File: config.mk
export PLATFORM = sky130hd
export DESIGN_NAME = nvp_traffic_predictor
export DESIGN_NICKNAME = d
export VERILOG_FILES = /design/src/rtl/nvp_pkg.sv /design/src/rtl/nvp_period_counter.sv /design/src/rtl/nvp_pattern_table.sv /design/src/rtl/nvp_sat_counter.sv /design/src/rtl/nvp_traffic_predictor.sv
export SDC_FILE = /design/constraint.sdc
export NUM_CORES = 2
export LEC_CHECK = 0
export BUFFER_PORTS_ARGS = -buffer_cell sky130_fd_sc_hd__clkbuf_2
export CAP_MARGIN = 20
export CORE_MARGIN = 4
export CORE_UTILIZATION = 66
export CTS_BUF_LIST = sky130_fd_sc_hd__clkbuf_8
export CTS_CLUSTER_DIAMETER = 40
export CTS_CLUSTER_SIZE = 28
export DETAILED_ROUTE_END_ITERATION = 8
export PLACE_DENSITY_LB_ADDON = 0.05
export RECOVER_POWER = 25
export SLEW_MARGIN = 25
export SYNTH_ARGS = -nofsm -noshare
export SYNTH_HDL_FRONTEND = slang
export SYNTH_SLANG_ARGS = --single-unit
File: constraint.sdc
create_clock -name clk_i -period 8.3 [get_ports clk_i]
set_input_delay 1.245 -clock clk_i [delete_from_list [all_inputs] [get_ports clk_i]]
set_output_delay 1.245 -clock clk_i [all_outputs]
set_load 0.02 [all_outputs]
File: src/rtl/nvp_pkg.sv
package nvp_pkg;
  localparam int LVL_W = 2;
  typedef logic [LVL_W-1:0] lvl_t;
endpackage

File: src/rtl/nvp_period_counter.sv
module nvp_period_counter
  import nvp_pkg::*;
#(
  parameter int NUM_DST = 16,
  parameter int DST_W   = 4,
  parameter int BYTE_W  = 8,
  parameter int CNT_W   = 16,
  parameter int TH1     = 16,
  parameter int TH2     = 64,
  parameter int TH3     = 192
) (
  input  logic                            clk_i,
  input  logic                            rst_ni,
  input  logic                            flit_vld_i,
  input  logic [DST_W-1:0]                flit_dst_i,
  input  logic [BYTE_W-1:0]               flit_bytes_i,
  input  logic                            take_i,
  output logic [NUM_DST-1:0][LVL_W-1:0]   snap_o
);
  logic [CNT_W-1:0] bytes_ext;
  assign bytes_ext = CNT_W'(flit_bytes_i);

  for (genvar d = 0; d < NUM_DST; d++) begin : g_dst
    logic [CNT_W-1:0] cnt_q;
    logic [CNT_W:0]   sum;
    logic             hit;
    lvl_t             lvl;

    assign hit = flit_vld_i && (flit_dst_i == DST_W'(d));
    assign sum = {1'b0, cnt_q} + {1'b0, bytes_ext};

    always_comb begin
      if (cnt_q < CNT_W'(TH1))      lvl = 2'd0;
      else if (cnt_q < CNT_W'(TH2)) lvl = 2'd1;
      else if (cnt_q < CNT_W'(TH3)) lvl = 2'd2;
      else                          lvl = 2'd3;
    end

    always_ff @(posedge clk_i or negedge rst_ni) begin
      if (!rst_ni) begin
        cnt_q     <= '0;
        snap_o[d] <= '0;
      end else if (take_i) begin
        cnt_q     <= hit ? bytes_ext : '0;
        snap_o[d] <= lvl;
      end else if (hit) begin
        cnt_q <= sum[CNT_W] ? '1 : sum[CNT_W-1:0];
      end
    end
  end
endmodule

File: src/rtl/nvp_pattern_table.sv
module nvp_pattern_table
  import nvp_pkg::*;
#(
  parameter int KEY_W = 12,
  parameter int DEPTH = 8
) (
  input  logic             clk_i,
  input  logic             rst_ni,
  input  logic             wr_en_i,
  input  logic [KEY_W-1:0] wr_key_i,
  input  lvl_t             wr_val_i,
  input  logic [KEY_W-1:0] rd_key_i,
  output logic             rd_hit_o,
  output lvl_t             rd_val_o
);
  localparam int IDX_W = (DEPTH > 1) ? $clog2(DEPTH) : 1;

  logic [DEPTH-1:0] vld_q;
  logic [KEY_W-1:0] key_q  [DEPTH];
  lvl_t             val_q  [DEPTH];
  logic [IDX_W-1:0] rank_q [DEPTH];

  logic             hit_found, free_found;
  logic [IDX_W-1:0] hit_idx, free_idx, lru_idx, wr_idx;

  always_comb begin
    hit_found  = 1'b0;
    free_found = 1'b0;
    hit_idx    = '0;
    free_idx   = '0;
    lru_idx    = '0;
    for (int i = 0; i < DEPTH; i++) begin
      if (!hit_found && vld_q[i] && key_q[i] == wr_key_i) begin
        hit_found = 1'b1;
        hit_idx   = IDX_W'(i);
      end
      if (!free_found && !vld_q[i]) begin
        free_found = 1'b1;
        free_idx   = IDX_W'(i);
      end
      if (rank_q[i] == IDX_W'(DEPTH-1)) lru_idx = IDX_W'(i);
    end
    wr_idx = hit_found ? hit_idx : (free_found ? free_idx : lru_idx);
  end

  // lookup sees the table as it stands after this cycle's write
  always_comb begin
    rd_hit_o = 1'b0;
    rd_val_o = '0;
    if (wr_en_i && rd_key_i == wr_key_i) begin
      rd_hit_o = 1'b1;
      rd_val_o = wr_val_i;
    end else begin
      for (int i = 0; i < DEPTH; i++) begin
        if (vld_q[i] && key_q[i] == rd_key_i && !(wr_en_i && wr_idx == IDX_W'(i))) begin
          rd_hit_o = 1'b1;
          rd_val_o = val_q[i];
        end
      end
    end
  end

  always_ff @(posedge clk_i or negedge rst_ni) begin
    if (!rst_ni) begin
      vld_q <= '0;
      for (int i = 0; i < DEPTH; i++) begin
        key_q[i]  <= '0;
        val_q[i]  <= '0;
        rank_q[i] <= IDX_W'(i);
      end
    end else if (wr_en_i) begin
      vld_q[wr_idx] <= 1'b1;
      key_q[wr_idx] <= wr_key_i;
      val_q[wr_idx] <= wr_val_i;
      for (int i = 0; i < DEPTH; i++) begin
        if (wr_idx == IDX_W'(i))             rank_q[i] <= '0;
        else if (rank_q[i] < rank_q[wr_idx]) rank_q[i] <= rank_q[i] + 1'b1;
      end
    end
  end
endmodule

File: src/rtl/nvp_sat_counter.sv
module nvp_sat_counter #(
  parameter int W = 16
) (
  input  logic         clk_i,
  input  logic         rst_ni,
  input  logic         inc_i,
  output logic [W-1:0] cnt_o
);
  always_ff @(posedge clk_i or negedge rst_ni) begin
    if (!rst_ni)                  cnt_o <= '0;
    else if (inc_i && ~&cnt_o)    cnt_o <= cnt_o + 1'b1;
  end
endmodule

File: src/rtl/nvp_traffic_predictor.sv
module nvp_traffic_predictor
  import nvp_pkg::*;
#(
  parameter int NUM_DST   = 16,
  parameter int DST_W     = $clog2(NUM_DST),
  parameter int BYTE_W    = 8,
  parameter int CNT_W     = 16,
  parameter int HIST_LEN  = 4,
  parameter int TBL_DEPTH = 8,
  parameter int SCORE_W   = 16,
  parameter int TH1       = 16,
  parameter int TH2       = 64,
  parameter int TH3       = 192
) (
  input  logic               clk_i,
  input  logic               rst_ni,
  input  logic               flit_vld_i,
  input  logic [DST_W-1:0]   flit_dst_i,
  input  logic [BYTE_W-1:0]  flit_bytes_i,
  input  logic               tick_i,
  input  logic [DST_W-1:0]   query_dst_i,
  output logic               pred_vld_o,
  output logic [1:0]         pred_lvl_o,
  output logic               pred_src_o,
  output logic [SCORE_W-1:0] lvp_hit_o,
  output logic [SCORE_W-1:0] lvp_miss_o,
  output logic [SCORE_W-1:0] pop_hit_o,
  output logic [SCORE_W-1:0] pop_miss_o
);
  localparam int HIST_W = LVL_W * HIST_LEN;
  localparam int KEY_W  = DST_W + HIST_W;
  localparam int HC_W   = $clog2(HIST_LEN + 1);

  logic                          busy_q, take;
  logic [DST_W-1:0]              ptr_q;
  logic [NUM_DST-1:0][LVL_W-1:0] snap;

  lvl_t              last_q [NUM_DST];
  lvl_t              pp_q   [NUM_DST];
  logic [HIST_W-1:0] hist_q [NUM_DST];
  logic [HC_W-1:0]   hcnt_q [NUM_DST];
  logic [1:0]        sel_q  [NUM_DST];
  logic [NUM_DST-1:0] seen_q, pv_q;

  assign take = tick_i & ~busy_q;

  nvp_period_counter #(
    .NUM_DST(NUM_DST), .DST_W(DST_W), .BYTE_W(BYTE_W), .CNT_W(CNT_W),
    .TH1(TH1), .TH2(TH2), .TH3(TH3)
  ) u_cnt (
    .clk_i, .rst_ni, .flit_vld_i, .flit_dst_i, .flit_bytes_i,
    .take_i(take), .snap_o(snap)
  );

  // current sweep step
  lvl_t              act, rd_val;
  logic              hist_full, nxt_full, idle_flow, wr_en, rd_hit;
  logic              lvp_eq, pop_eq, cur_seen, cur_pv;
  logic [HIST_W-1:0] new_hist;

  assign act       = snap[ptr_q];
  assign cur_seen  = seen_q[ptr_q];
  assign cur_pv    = pv_q[ptr_q];
  assign hist_full = hcnt_q[ptr_q] == HC_W'(HIST_LEN);
  assign nxt_full  = hist_full | (hcnt_q[ptr_q] == HC_W'(HIST_LEN-1));
  assign idle_flow = (hist_q[ptr_q] == '0) && (act == '0);
  assign new_hist  = {hist_q[ptr_q][HIST_W-LVL_W-1:0], act};
  assign lvp_eq    = last_q[ptr_q] == act;
  assign pop_eq    = pp_q[ptr_q] == act;
  assign wr_en     = busy_q & hist_full & ~idle_flow;

  nvp_pattern_table #(.KEY_W(KEY_W), .DEPTH(TBL_DEPTH)) u_tbl (
    .clk_i, .rst_ni,
    .wr_en_i (wr_en),
    .wr_key_i({ptr_q, hist_q[ptr_q]}),
    .wr_val_i(act),
    .rd_key_i({ptr_q, new_hist}),
    .rd_hit_o(rd_hit),
    .rd_val_o(rd_val)
  );

  always_ff @(posedge clk_i or negedge rst_ni) begin
    if (!rst_ni) begin
      busy_q <= 1'b0;
      ptr_q  <= '0;
    end else if (busy_q) begin
      ptr_q <= ptr_q + 1'b1;
      if (ptr_q == DST_W'(NUM_DST-1)) busy_q <= 1'b0;
    end else if (take) begin
      busy_q <= 1'b1;
      ptr_q  <= '0;
    end
  end

  always_ff @(posedge clk_i or negedge rst_ni) begin
    if (!rst_ni) begin
      seen_q <= '0;
      pv_q   <= '0;
      for (int d = 0; d < NUM_DST; d++) begin
        last_q[d] <= '0;
        pp_q[d]   <= '0;
        hist_q[d] <= '0;
        hcnt_q[d] <= '0;
        sel_q[d]  <= 2'd1;
      end
    end else if (busy_q) begin
      if (cur_pv && (lvp_eq != pop_eq)) begin
        if (pop_eq && sel_q[ptr_q] != 2'd3)       sel_q[ptr_q] <= sel_q[ptr_q] + 2'd1;
        else if (!pop_eq && sel_q[ptr_q] != 2'd0) sel_q[ptr_q] <= sel_q[ptr_q] - 2'd1;
      end
      hist_q[ptr_q] <= new_hist;
      if (!hist_full) hcnt_q[ptr_q] <= hcnt_q[ptr_q] + 1'b1;
      last_q[ptr_q] <= act;
      seen_q[ptr_q] <= 1'b1;
      pv_q[ptr_q]   <= nxt_full & rd_hit;
      pp_q[ptr_q]   <= rd_val;
    end
  end

  nvp_sat_counter #(.W(SCORE_W)) u_lvp_hit (
    .clk_i, .rst_ni, .inc_i(busy_q & cur_seen & lvp_eq),  .cnt_o(lvp_hit_o));
  nvp_sat_counter #(.W(SCORE_W)) u_lvp_miss (
    .clk_i, .rst_ni, .inc_i(busy_q & cur_seen & ~lvp_eq), .cnt_o(lvp_miss_o));
  nvp_sat_counter #(.W(SCORE_W)) u_pop_hit (
    .clk_i, .rst_ni, .inc_i(busy_q & cur_pv & pop_eq),    .cnt_o(pop_hit_o));
  nvp_sat_counter #(.W(SCORE_W)) u_pop_miss (
    .clk_i, .rst_ni, .inc_i(busy_q & cur_pv & ~pop_eq),   .cnt_o(pop_miss_o));

  logic use_pop;
  assign use_pop    = sel_q[query_dst_i][1] & pv_q[query_dst_i];
  assign pred_vld_o = seen_q[query_dst_i];
  assign pred_src_o = use_pop;
  assign pred_lvl_o = use_pop ? pp_q[query_dst_i] : last_q[query_dst_i];
endmodule

**Word-level counts from Yosys, hierarchy flattened**

Index checks and enable logic that the tools add are counted.

- Register bits: 805
- Input port bits: 20
- Output and inout bits: 68

- Add/subtract/negate cells: 32
- Order comparisons: 66
- Equal/unequal tests: 53
- Mux-type cells: 253
- Bitwise logic cells: 22
- Reduce and logical (&&, ||, !) cells: 153

Operators with widths:

| operator | count |
|---|---|
| 16-bit two-way mux | 48 |
| 16-bit by 8-bit adder with 17-bit output | 16 |
| 16-bit by 5-bit < comparator with 1-bit output (second input constant) | 16 |
| 16-bit by 7-bit < comparator with 1-bit output (second input constant) | 16 |
| 16-bit by 8-bit < comparator with 1-bit output (second input constant) | 16 |
| 12-bit == test | 16 |
| 8-bit two-way mux | 19 |
| 128-bit bitwise mux | 1 |
| 32-bit bitwise mux | 4 |
| 2-bit two-way mux | 61 |
| 3-bit two-way mux | 37 |
| 96-bit bitwise mux | 1 |
| 1-bit logical AND | 75 |
| 16-bit by 1-bit adder with 16-bit output (second input constant) | 4 |
| 32-bit two-way mux | 2 |
| 16-bit AND reduction | 4 |
| 2-bit binary-select mux with 4-bit select | 7 |
| 2-bit nonzero test | 27 |
| 1-bit two-way mux | 53 |
| 48-bit bitwise mux | 1 |
| 12-bit demux with 3-bit select | 1 |
| 3-bit == test (second input constant) | 12 |
| 4-bit == test (second input constant) | 9 |
| 1-bit zero test | 33 |
| other kinds (48) | 100 |

**Logic depth before layout (Yosys ltp)**

- Depth after elaboration: 51
- Depth in mapped cells: 29

**Cells and area by module**

A second synthesis with hierarchy kept.

- Cells, all modules: 4,521
- Area total of the unflattened synthesis: 46,138.0 um^2

By module, submodules not included:

| module | instances | cells each | area each (um^2) |
|---|---|---|---|
| nvp_period_counter | 1 | 2,243 | 19,705.1 |
| nvp_traffic_predictor | 1 | 1,096 | 13,578.0 |
| nvp_pattern_table | 1 | 882 | 9,491.6 |
| nvp_sat_counter | 4 | 75 | 840.8 |

**Worst setup path before layout**

OpenSTA, ideal clock, no wires.

- Path type: register to register
- Start: reg ptr_q[0]
- End: reg pp_q[17] (netlist name)
- Library setup time: 0.130 ns
- Arrival time: 6.659 ns
- Required time: 8.170 ns
- Slack: 1.511 ns
- Stages on the path, launching flop included: 25
- Cells stage by stage: dfrtp_1 > buf_4 > buf_2 > buf_2 > buf_2 > buf_2 > buf_2 > buf_1 > clkbuf_1 > mux4_2 > mux4_2 > inv_1 > ha_1 > and2_1 > clkbuf_1 > o311ai_0 > a31oi_1 > nand4_1 > nor2_2 > o211ai_1 > o311a_1 > nor3b_1 > a221oi_2 > buf_2 > a21oi_1

- Word-level cells in the longest chain between the ends: 50
- Elaborated cells on any way between the ends: 127
- Those cells by class: order compare (2); eq/ne (25); mux (36); bitwise (4); reduce/logical (60)

RTL lines:

| what | RTL line | text |
|---|---|---|
| start, declared | nvp_traffic_predictor.sv:35 | `logic [DST_W-1:0] ptr_q;` |
| start signal, assigned | nvp_traffic_predictor.sv:87 | `ptr_q <= ptr_q + 1'b1;` |
| 4-bit NOT with 5-bit output (implied by the code) | -- |  |
| 8-bit binary-select mux with 4-bit select | nvp_traffic_predictor.sv:66, nvp_traffic_predictor.sv:67, nvp_traffic_predictor.sv:75 |  |
| 8-bit two-way mux (implied by the code) (2 in series) | nvp_traffic_predictor.sv:66, nvp_traffic_predictor.sv:75 |  |
| 12-bit == test | nvp_pattern_table.sv:33 | `if (!hit_found && vld_q[i] && key_q[i] == wr_key_i) begin` |
| 1-bit logical AND | nvp_pattern_table.sv:33 |  |
| 1-bit two-way mux | nvp_pattern_table.sv:33 |  |
| 1-bit zero test | nvp_pattern_table.sv:33 |  |
| 1-bit logical AND (2 in series) | nvp_pattern_table.sv:33 |  |
| [25 not listed] | -- |  |
| 3-bit two-way mux | nvp_pattern_table.sv:43 | `wr_idx = hit_found ? hit_idx : (free_found ? free_idx : lru_idx);` |
| 3-bit zero test | nvp_pattern_table.sv:55 | `if (vld_q[i] && key_q[i] == rd_key_i && !(wr_en_i && wr_idx == IDX_W'(i))) begin` |
| 1-bit logical AND | nvp_pattern_table.sv:55 |  |
| 1-bit zero test | nvp_pattern_table.sv:55 |  |
| 1-bit logical AND | nvp_pattern_table.sv:55 |  |
| 2-bit two-way mux (8 in series) | nvp_pattern_table.sv:55 |  |
| 2-bit two-way mux | nvp_pattern_table.sv:50 | `if (wr_en_i && rd_key_i == wr_key_i) begin` |
| 32-bit bitwise mux * | nvp_traffic_predictor.sv:116 | `pp_q[ptr_q] <= rd_val;` |
| end signal, assigned by index | nvp_traffic_predictor.sv:116 |  |
| end, declared | nvp_traffic_predictor.sv:39 | `lvl_t pp_q [NUM_DST];` |

Every way passes the cells marked *; elsewhere a longest branch is shown, timed or not. The select of a mux whose other input is x is not followed.
A chain may end at the register's enable or synchronous reset.

**Worst setup path after layout**

- Start: reg ptr_q[1]
- End: reg u_tbl.rank_q[22] (netlist name)

- Word-level cells in the longest chain between the ends: 43
- Elaborated cells on any way between the ends: 71
- Those cells by class: order compare (1); eq/ne (9); mux (28); bitwise (5); reduce/logical (28)

RTL lines:

| what | RTL line | text |
|---|---|---|
| 4-bit NOT with 5-bit output (implied by the code) | nvp_traffic_predictor.sv:64, nvp_traffic_predictor.sv:66, nvp_traffic_predictor.sv:75 |  |
| 8-bit binary-select mux with 4-bit select | nvp_traffic_predictor.sv:66, nvp_traffic_predictor.sv:75 |  |
| 8-bit two-way mux (implied by the code) (2 in series) | nvp_traffic_predictor.sv:66, nvp_traffic_predictor.sv:75 |  |
| 12-bit == test | nvp_pattern_table.sv:33 |  |
| 1-bit logical AND | nvp_pattern_table.sv:33 |  |
| 1-bit two-way mux | nvp_pattern_table.sv:33 |  |
| 1-bit zero test | nvp_pattern_table.sv:33 |  |
| 1-bit logical AND (2 in series) | nvp_pattern_table.sv:33 |  |
| [24 not listed] | -- |  |
| 3-bit two-way mux / 1-bit two-way mux (equally long branches) | nvp_pattern_table.sv:33 |  |
| 3-bit two-way mux | nvp_pattern_table.sv:43 |  |
| 3-bit NOT with 4-bit output (implied by the code) | nvp_pattern_table.sv:77 | `else if (rank_q[i] < rank_q[wr_idx]) rank_q[i] <= rank_q[i] + 1'b1;` |
| 3-bit binary-select mux with 3-bit select | nvp_pattern_table.sv:77 |  |
| 3-bit two-way mux (implied by the code) (2 in series) | nvp_pattern_table.sv:77 |  |
| 3-bit < comparator | nvp_pattern_table.sv:77 |  |
| 2-bit nonzero test (no source line) | -- |  |
| 2-bit AND reduction (no source line) | -- |  |
| end signal, assigned by index | nvp_pattern_table.sv:69 | `rank_q[i] <= IDX_W'(i);` |
| end, declared | nvp_pattern_table.sv:21 | `logic [IDX_W-1:0] rank_q [DEPTH];` |

Parallel ways exist; a longest one is shown, timed or not. The select of a mux whose other input is x is not followed.

==> impl_metrics.py <==
metrics = {
    "detailed_routing": {
        "drc": 0,
        "wire_per_inst_um": 21.1,
        "wl_um": 127000,
        "viasPerCell": 6.36,
        "antenna_left": 0,
        "drtIter0Drc": 3697,
        "first_pass_iters": 6,
        "num_vias": 38400,
    },
    "timing": {
        "timing.hold.ws_ps": 482,
        "finalCritPeriodShare_pct": 85.5,
        "clock_skew_ps": 41.1,
        "finalSetupViolations": 0,
        "hold_viol_final": 0,
        "rsz0062_at_grt": "no",
        "slew_headroom_pct": -276,
        "min_period_ps": 7090,
        "fmax_mhz": 141,
        "worst_slew_pin_slew_ps": 5640,
        "drv_slew": 381,
        "tns_ps": 0,
    },
    "status": {
        "violations": "max-capacitance violations, max-slew violations",
        "outcome": "finished with violations",
    },
    "critical_path": {
        "crit_path_top_delay_cell": "dfrtp_4",
        "r2r_cells": 20,
        "cpMostUsedCell": "nand2_1",
        "cp_max_fo": 58,
        "required_ps": 8930,
        "r2r_start": "ptr_q[1]",
        "path_cells": "buf_4, nor2b_1, a22oi_1, a21o_1, nand2_1, a2111o_1, or4_1, a21bo_4, nor3_2, or2_1, nand2_1, nand2_1, nor2_1, a31oi_1, a21oi_1, ha_1, o21ai_0, o21a_1, a21oi_1, mux2_2",
        "slowest_delay_ps": 1060,
        "cp-start-kind": "flop",
        "cp_data_arrival_time_ps": 7730,
        "rrSetupSlack_ps": 1210,
        "r2r-end": "u_tbl.rank_q[22]",
        "critPathLaunch": "ptr_q[1]",
        "critPathKind": "reg -> reg",
        "crit_path_end": "u_tbl.rank_q[22]",
        "cp-end-kind": "flop",
    },
    "synthesis": {
        "synth_top_family_by_area": "simple AND/OR/NAND/NOR gates",
        "synth_common_cells": "dfrtp_1 (745), o21ai_0 (625), nand2_1 (552), nor2_1 (404), a21oi_1 (295)",
        "synthAdderAreaFrac_pct": 5.36,
        "ys_ff_latch": 773,
        "ys_warn_count": 0,
        "yosysTopAreaCell": "dfrtp_1",
        "synth_compound_area_share_pct": 16.8,
        "synth.mux.area_fraction_pct": 8.57,
        "synth_edf_count": 0,
        "synth.top_cell.area_share_pct": 40.6,
        "synth-seq-area-share_pct": 42.2,
        "synth_cells": 4983,
        "syn_nets": 5190,
        "synth-xor-area-share_pct": 5.71,
        "async_reset_ff_share_pct": 100,
        "syn-cell-area_um2": 45900,
        "synthFlopType": "dfrtp_1",
        "synthMostInstantiatedCell": "dfrtp_1",
        "synth_area_leaders": "dfrtp_1 (41%), o21ai_0 (6.8%), ha_1 (4.7%), nand2_1 (4.5%), mux4_2 (4.3%)",
        "synth_cell_types": 90,
        "post_synth.cell_area_avg_um2": 9.21,
        "synth_simple_gate_area_share_pct": 17.6,
    },
    "clock_network": {
        "root_buffer": "clkbuf_8",
        "clk_pin_slew_worst_paths_ps": 70,
        "numClockSinks": 773,
        "cts-resized-gates": 0,
        "clock_latency_ps": 780,
        "holdBufCountCts": 0,
        "tritoncts": "done",
        "clk_path_buf_depth": 3,
        "cts-buffers-inserted": 118,
        "htree_levels": 3,
        "cts_setup_buffers": 0,
    },
    "die": {
        "core_um2": 68700,
        "start_util_pct": 66.8,
        "rows": 96,
        "io_pins": 88,
        "dieArea_um2": 73800,
        "die_width_um": 272,
        "die_h_um": 272,
    },
    "grt": {
        "grt_util_met2_pct": 53.9,
        "grt_usage_pct": 34.2,
        "grtUsageMet1_pct": 46.8,
        "gr-total-overflow": 0,
        "antenna_found_initial": 2,
        "grt_pass1_wl_um": 204000,
        "met3_usage_pct": 6.23,
        "grt_max_degree": 235,
        "grt_pass1_vias": 37200,
        "busiest_layer": "met2",
    },
    "min_path": {
        "min_path_cells": 2,
        "min_path_type": "reg -> reg",
    },
    "cells_and_area": {
        "utilization_pct": 72.8,
        "drive_gt1_share_pct": 12.9,
        "fin_cells": 6038,
        "num-nets-final": 5210,
        "syn_to_final_growth_pct": 9.08,
    },
    "place": {
        "hpwl_um": 85600,
        "place_inst": 5813,
        "port_buffers": 87,
        "place.gp.congestion": 1.05,
    },
    "run": {
        "drv_cap": 6,
    },
    "power": {
        "p_leak_nw": 22.2,
        "powerDensity_nw_per_um2": 389,
        "ir_worst_vdd_uv": 263,
    },
}
## registers in the layout, summed over array words and instances (netlist names), named ones only
register           flops
busy_q                 1
hcnt_q                48
hist_q               112
last_q                16
pp_q                  32
ptr_q                  4
pv_q                  16
seen_q                16
sel_q                 16
u_cnt.g_dst.cnt_q    256
u_cnt.snap_o          32
u_lvp_hit.cnt_o       16
u_lvp_miss.cnt_o      16
u_pop_hit.cnt_o       16
u_pop_miss.cnt_o      16
u_tbl.key_q           96
u_tbl.rank_q          24
u_tbl.val_q           16
u_tbl.vld_q            8
## kinds of logic after synthesis
family	count (synthesis)
AND/OR/NAND/NOR	1726
buffers and inverters	418
multiplexers	271
AO/OA/AOI/OAI	1309
flip-flops	773
XOR/XNOR	299
adder cells (fa/ha/maj)	187
## worst max-delay path: cells and delay by family, from the launching register on
kind / cells / cell delay, ps
buf+inv: 1 / 470
fa+ha+maj: 1 / 310
simple gates: 8 / 1920
mux: 1 / 360
compound gates: 9 / 2700
flops: 1 / 1060
## cells in the final DEF (no fill, tap or decap), drive strengths merged, types with 94 or more instances in the layout
master    n
o21ai   630
clkbuf  224
nand2   553
inv     186
nor3    124
a21oi   307
ha      171
dfrtp   745
nand3   237
mux2     94
xnor2   188
xor2    111
nor2    408
## power breakdown
part           switching (mW)  leakage [nW]  internal, mW
clock network            1.73          1.51          2.14
logic                    5.87          10.7          3.65
registers                1.17          9.95          4.91
## metrics by stage
stage	worst slack, ps	total power, mW	area, µm²
3_3_place_gp	1550	15.1	47100
2_1_floorplan	1510	12.6	45900
4_1_cts	1140	19.3	50000
5_1_grt	480	20.7	50100
6_report	1210	19.5	50100
3_5_place_dp	1240	15.4	47100
## how the worst min path moves through the flow
stage / startpoint / to / slack (ps)
finish: hist_q[52] / hist_q[52] / 480
global route: hist_q[114] / hist_q[114] / 500
CTS: hist_q[52] / hist_q[52] / 480
detailed placement: hist_q[52] / hist_q[52] / 470
global placement: hist_q[44] / hist_q[44] / 460
floorplan: u_tbl.val_q[13] / u_tbl.val_q[13] / 440
## metal layers
| metal | up-vias | share of wire, % |
|---|---|---|
| li1 | 17900 | - |
| met1 | 18600 | 41 |
| met3 | 398 | 7.9 |
| met5 | - | 0 |
| met4 | 0 | 4.6 |
| met2 | 1567 | 46 |
## cell type report
class,count,area (µm²)
Antenna cell,2,5.00
Sequential cell,773,19400
Inverter,154,578
Multi-Input combinational cell,3792,24900
Clock buffer,133,1830
Timing Repair Buffer,164,1060
Fill cell,5227,18700
Tap cell,931,1160
Clock inverter,89,1100
(Power assumes the default switching activity.)
